<file path="config.mk">
export PLATFORM = sky130hd
export DESIGN_NAME = spi_rate_gen
export DESIGN_NICKNAME = d
export VERILOG_FILES = /design/src/rtl/spi_rate_pkg.sv /design/src/rtl/spi_rate_lane_sel.sv /design/src/rtl/spi_rate_accum.sv /design/src/rtl/spi_rate_edge.sv /design/src/rtl/spi_rate_gen.sv
export SDC_FILE = /design/constraint.sdc
export NUM_CORES = 1
export LEC_CHECK = 0
export BUFFER_PORTS_ARGS = -buffer_cell sky130_fd_sc_hd__clkbuf_2
export CAP_MARGIN = 10
export CORE_ASPECT_RATIO = 1.1
export CORE_MARGIN = 2
export CORE_UTILIZATION = 46
export DETAILED_ROUTE_END_ITERATION = 10
export PLACE_DENSITY_LB_ADDON = 0.12
export SYNTH_ARGS = -nofsm -noshare
export SYNTH_HDL_FRONTEND = slang
export SYNTH_SLANG_ARGS = --single-unit
</file>
<file path="constraint.sdc">
create_clock -name clk -period 4.2 [get_ports clk]
set_input_delay 0.21 -clock clk [delete_from_list [all_inputs] [get_ports clk]]
set_output_delay 0.21 -clock clk [all_outputs]
set_load 0.1 [all_outputs]
</file>
<file path="src/rtl/spi_rate_pkg.sv">
package spi_rate_pkg;

    localparam int CODE_W = 8;
    localparam int ACC_W  = CODE_W + 1;
    localparam int SUM_W  = ACC_W + 1;

    typedef struct packed {
        logic [CODE_W-1:0] code;
        logic              cpol;
        logic              cpha;
    } lane_cfg_t;

    typedef enum logic [1:0] {
        EDGE_NONE    = 2'd0,
        EDGE_LAUNCH  = 2'd1,
        EDGE_CAPTURE = 2'd2
    } edge_kind_t;

    // Keep only the highest set bit; an all-zero code becomes 1.
    function automatic logic [CODE_W-1:0] fold_code(input logic [CODE_W-1:0] raw);
        logic [CODE_W-1:0] res;
        res    = '0;
        res[0] = 1'b1;
        for (int i = 0; i < CODE_W; i++) begin
            if (raw[i]) begin
                res    = '0;
                res[i] = 1'b1;
            end
        end
        return res;
    endfunction

    // Phase of the transition: odd-numbered edges capture when phase is 0.
    function automatic edge_kind_t classify_edge(input logic odd_edge, input logic cpha);
        return (odd_edge ^ cpha) ? EDGE_CAPTURE : EDGE_LAUNCH;
    endfunction

endpackage

</file>
<file path="src/rtl/spi_rate_lane_sel.sv">
module spi_rate_lane_sel
    import spi_rate_pkg::*;
#(
    parameter int NUM_CS = 8,
    localparam int CS_W  = (NUM_CS > 1) ? $clog2(NUM_CS) : 1
) (
    input  logic                     clk,
    input  logic                     rst,
    input  logic [CS_W-1:0]          cs_sel_i,
    input  logic [NUM_CS*CODE_W-1:0] rate_codes_i,
    input  logic [NUM_CS-1:0]        cpol_vec_i,
    input  logic [NUM_CS-1:0]        cpha_vec_i,
    output lane_cfg_t                cfg_o
);

    lane_cfg_t lanes [NUM_CS];

    for (genvar k = 0; k < NUM_CS; k++) begin : g_lane
        always_comb begin
            lanes[k].code = fold_code(rate_codes_i[k*CODE_W +: CODE_W]);
            lanes[k].cpol = cpol_vec_i[k];
            lanes[k].cpha = cpha_vec_i[k];
        end
    end

    always_comb begin
        cfg_o = lanes[0];
        for (int k = 0; k < NUM_CS; k++) begin
            if (cs_sel_i == CS_W'(k)) begin
                cfg_o = lanes[k];
            end
        end
    end

    AST_CODE_ONE_HOT: assert property (@(posedge clk) disable iff (rst)
        $countones(cfg_o.code) == 1);

endmodule

</file>
<file path="src/rtl/spi_rate_accum.sv">
module spi_rate_accum
    import spi_rate_pkg::*;
(
    input  logic              clk,
    input  logic              rst,
    input  logic              run_i,
    input  logic [CODE_W-1:0] code_i,
    output logic              carry_o
);

    logic [ACC_W-1:0] acc_q;
    logic [ACC_W-1:0] step;
    logic [SUM_W-1:0] sum;

    // The code is doubled so that one carry marks one half-period.
    assign step    = {code_i, 1'b0};
    assign sum     = {1'b0, acc_q} + {1'b0, step};
    assign carry_o = run_i & sum[SUM_W-1];

    always_ff @(posedge clk) begin
        if (rst || !run_i) begin
            acc_q <= '0;
        end else begin
            acc_q <= sum[ACC_W-1:0];
        end
    end

    AST_ACC_CLEARED: assert property (@(posedge clk) disable iff (rst)
        !run_i |=> (acc_q == '0));

    AST_NO_BACK_TO_BACK_CARRY: assert property (@(posedge clk) disable iff (rst)
        carry_o |=> !carry_o);

endmodule

</file>
<file path="src/rtl/spi_rate_edge.sv">
module spi_rate_edge
    import spi_rate_pkg::*;
(
    input  logic clk,
    input  logic rst,
    input  logic run_i,
    input  logic carry_i,
    input  logic cpol_i,
    input  logic cpha_i,
    output logic sclk_o,
    output logic launch_o,
    output logic capture_o
);

    logic       sclk_q;
    logic       odd_next_q;
    edge_kind_t kind_q;
    edge_kind_t kind_d;

    always_comb begin
        kind_d = EDGE_NONE;
        if (run_i && carry_i) begin
            kind_d = classify_edge(odd_next_q, cpha_i);
        end
    end

    always_ff @(posedge clk) begin
        if (rst) begin
            sclk_q     <= 1'b0;
            odd_next_q <= 1'b1;
            kind_q     <= EDGE_NONE;
        end else if (!run_i) begin
            sclk_q     <= cpol_i;
            odd_next_q <= 1'b1;
            kind_q     <= EDGE_NONE;
        end else begin
            kind_q <= kind_d;
            if (carry_i) begin
                sclk_q     <= ~sclk_q;
                odd_next_q <= ~odd_next_q;
            end
        end
    end

    assign sclk_o    = sclk_q;
    assign launch_o  = (kind_q == EDGE_LAUNCH);
    assign capture_o = (kind_q == EDGE_CAPTURE);

    AST_ONE_STROBE: assert property (@(posedge clk) disable iff (rst)
        !(launch_o && capture_o));

    AST_STROBE_ON_TRANSITION: assert property (@(posedge clk) disable iff (rst)
        (launch_o || capture_o) |-> (sclk_o != $past(sclk_o)));

    AST_IDLE_LEVEL: assert property (@(posedge clk) disable iff (rst)
        !run_i |=> ((sclk_o == $past(cpol_i)) && !launch_o && !capture_o));

endmodule

</file>
<file path="src/rtl/spi_rate_gen.sv">
module spi_rate_gen
    import spi_rate_pkg::*;
#(
    parameter int NUM_CS = 8,
    localparam int CS_W  = (NUM_CS > 1) ? $clog2(NUM_CS) : 1
) (
    input  logic                     clk,
    input  logic                     rst,
    input  logic                     run_i,
    input  logic [CS_W-1:0]          cs_sel_i,
    input  logic [NUM_CS*CODE_W-1:0] rate_codes_i,
    input  logic [NUM_CS-1:0]        cpol_vec_i,
    input  logic [NUM_CS-1:0]        cpha_vec_i,
    output logic                     sclk_o,
    output logic                     launch_o,
    output logic                     capture_o
);

    lane_cfg_t cfg;
    logic      carry;

    spi_rate_lane_sel #(.NUM_CS(NUM_CS)) i_lane_sel (
        .clk          (clk),
        .rst          (rst),
        .cs_sel_i     (cs_sel_i),
        .rate_codes_i (rate_codes_i),
        .cpol_vec_i   (cpol_vec_i),
        .cpha_vec_i   (cpha_vec_i),
        .cfg_o        (cfg)
    );

    spi_rate_accum i_accum (
        .clk     (clk),
        .rst     (rst),
        .run_i   (run_i),
        .code_i  (cfg.code),
        .carry_o (carry)
    );

    spi_rate_edge i_edge (
        .clk       (clk),
        .rst       (rst),
        .run_i     (run_i),
        .carry_i   (carry),
        .cpol_i    (cfg.cpol),
        .cpha_i    (cfg.cpha),
        .sclk_o    (sclk_o),
        .launch_o  (launch_o),
        .capture_o (capture_o)
    );

    AST_RUN_STOP_RETURNS_IDLE: assert property (@(posedge clk) disable iff (rst)
        $fell(run_i) |=> (sclk_o == $past(cfg.cpol)));

endmodule

</file>
==> reports/summary.txt <==
Leakage Power: 0.000977 µW
Sw Ratio: 31.5%
post_cts resized: 0
max_slew headroom: 57.9%
hold path cells: 3
Largest delay share family, worst path: simple AND/OR/NAND/NOR gates
EDFF count, synth: 0
final hold slack: 0.255 ns
die extent in y: 68.1 µm
post-route ant nets: 0
port bufs: 80
Synth area leader: dfxtp_1
sequential fraction of the synthesis area: 14.0%
FF-to-FF End: i_edge.sclk_o
count leader, synth: nor2_1
Tot GR Track Use: 23.1%
Antenna Diode Count: 0
R2R setup slack: 1.88 ns
cell-internal power: 267 µW
Pre-antenna DRT Iters: 4
Switching Power: 123 µW
met1 Usage GRT: 28.8%
Core Box Area: 0.00363 mm²
Post-DP Area: 0.00216 mm²
period utilization: 85.8%
number of global-route vias before repair: 1,822
Rows: 23
GP Congestion: 0.876
Hold Crit Class: primary input to flip-flop
GRT met2 Usage: 40.4%
Tmin final: 3.60 ns
synth unique cells: 62
maximum clock rate: 278 MHz
final setup vio count: 0
dpl cells: 352
# nets final: 402
Sequential Power Share: 30.6%
worst reg2reg path depth: 8
Final TNS setup: 0 ns
clock root cell: clkbuf_8
total wire length: 4.88 mm
outcome: finished clean
Iter 0 DRT Violations: 75
Crit. End Element: flip-flop
Synth-to-Final Area Change: 28.8%
CP Max Fanout: 16
routing usage on met3: 6.09%
hold worst-path end: i_edge.sclk_o
Slew Viols, Final: 0
most frequent cells after synthesis: 26 x nor2_1, 17 x inv_1, 12 x dfxtp_1, 10 x nor3_1, 9 x nand2_1
Setup Buffers After CTS: 0
Remaining DRCs: 0
crit-path max cell delay: 0.62 ns
pin count of the biggest net entering global routing: 17
Yosys top cell area share: 14.0%
non-filler cells, final: 356
Hold Crit Start: cpol_vec_i[7]
Buf/Inv on CP: 2
Setup Skew: 0.00239 ns
Synth async-reset ratio: 0%
fraction of layout cells with a size suffix above 1: 34.0%
gr ovfl total: 0
top cells by area, synth: dfxtp_1 14%, ha_1 5.8%, nor2_1 5.7%
H-tree lvl count: 1
Clock Power Share: 32.7%
busiest grt layer: met2
first-pass GRT wire length: 7.82 mm
DP HPWL: 4.16 mm
Max Buffers Root-to-Sink: 2
initial antenna violation count: 0
Vias: 2,070
worst slew pin tran: 0.616 ns
RR Startpoint: i_accum.acc_q[1]
Peak VDD IR: 0.157 mV
number of synthesized register bits: 12
RSZ-0062 raised after global routing: no
Layout Utilization: 61.1%
Top Ports: 89
die area: 0.00424 mm²
CP startpoint kind: primary input
clk slew on worst S/H paths: 0.05 ns
arrival time worst endpoint: 3.74 ns
syn avg cell area: 7.54 µm²
ys flop type: dfxtp_1
clock sinks: 12
post-route cell area: 0.00221 mm²
PD cells: 176 mW/mm²
mapped cell area: 0.00172 mm²
Synth warnings: 0
Worst Path Class, Setup: primary input to flip-flop
TritonCTS Buffers: 3
Worst path slowest cell: or4b_2
DIE WIDTH: 62.3 µm
Hold Buf Count CTS: 0
max_cap viols: 0
Syn Nets: 323
Mapped Cells: 228
Critical Path, Cell by Cell: clkbuf_2, or3_1, nor4_1, nor4bb_1, a21oi_1, nand4_1, ha_1, inv_1, fa_1, nor2b_1, o31a_1, o32ai_1, or4b_2, o311ai_0
worst skew pair latency: 0.24 ns
CP Data Required Time: 4.34 ns
Logic pwr share: 36.7%
mean routed wirelength per cell: 13.7 µm
Starting Density: 47.4%
vias per cell: 5.81
Hold Fails Final Rpt: 0
CTS tree: yes
-- metrics by stage --
stage	total power, µW	worst slack, ns
6_report	389	0.596
3_3_place_gp	262	0.443
5_1_grt	413	0.301
3_5_place_dp	264	0.355
4_1_cts	393	0.610
2_1_floorplan	200	0.911
-- worst max-delay path by stage --
stage | cells after the start | endpoint | slack [ns] | from
5_1_grt | 14 | i_edge.sclk_o | 0.30 | cs_sel_i[0]
4_1_cts | 14 | i_edge.sclk_o | 0.61 | cs_sel_i[0]
6_report | 14 | i_edge.sclk_o | 0.60 | cs_sel_i[0]
3_5_place_dp | 14 | i_edge.sclk_o | 0.35 | cs_sel_i[0]
2_1_floorplan | 13 | i_edge.sclk_o | 0.91 | rate_codes_i[12]
3_3_place_gp | 14 | i_edge.sclk_o | 0.44 | cs_sel_i[0]
-- power groups by stage --
stage	Sequential (µW)	Clock [µW]	Combinational, µW
global route	119	136	157
floorplan	128	0	72.5
global placement	122	0	140
CTS	119	131	143
detailed placement	122	0	142
finish	119	127	143
-- area by class of cell --
type | instances | area, µm²
fillers | 369 | 1410
multi-input cells | 190 | 1370
repair buffers | 83 | 423
flip-flops and latches | 12 | 240
inverters | 17 | 63.8
well taps | 50 | 62.6
clock buffers | 4 | 55.1
-- metal layers --
| layer | share of wire, % | up-vias |
|---|---|---|
| li1 | - | 1045 |
| met1 | 44 | 932 |
| met5 | 0 | - |
| met2 | 46 | 85 |
| met4 | 1.3 | 0 |
| met3 | 8.7 | 8 |
-- kinds of logic (layout without fill, tap and decap cells) --
group | Yosys count | in the layout | share of synthesized area [%]
buffers and inverters | 26 | 104 | 6.33
adders and majority gates | 9 | 9 | 6.99
xor gates and xnor gates | 5 | 5 | 2.55
muxes | 7 | 7 | 5.89
DFF | 12 | 12 | 14.0
and+or+nand+nor | 109 | 109 | 37.9
AOI/OAI and AO/OA | 60 | 60 | 26.3
-- worst register-to-register path, stage by stage, from the launching register on --
cell	delay (ns)
dfxtp_1	0.31
ha_1	0.15
inv_1	0.06
fa_1	0.40
nor2b_1	0.21
o31a_1	0.22
o32ai_1	0.15
or4b_2	0.62
o311ai_0	0.10
-- sequential cells by signal, indices dropped and copies added (netlist names) --
signal / flops
i_accum.acc_q: 8
i_edge.kind_q: 2
i_edge.odd_next_q: 1
i_edge.sclk_o: 1
-- layout by cell type, fill, tap and decap left out, types with 6 or more instances in the layout --
cell / instances
ha_1: 8
nand2_1: 9
nor3_1: 10
o21ai_0: 7
inv_1: 17
or4_1: 6
nor2b_1: 6
nor2_1: 26
nand3b_1: 6
dfxtp_1: 12
clkbuf_2: 80
a21oi_1: 6
Note: power is estimated with default switching activity, not from simulation.
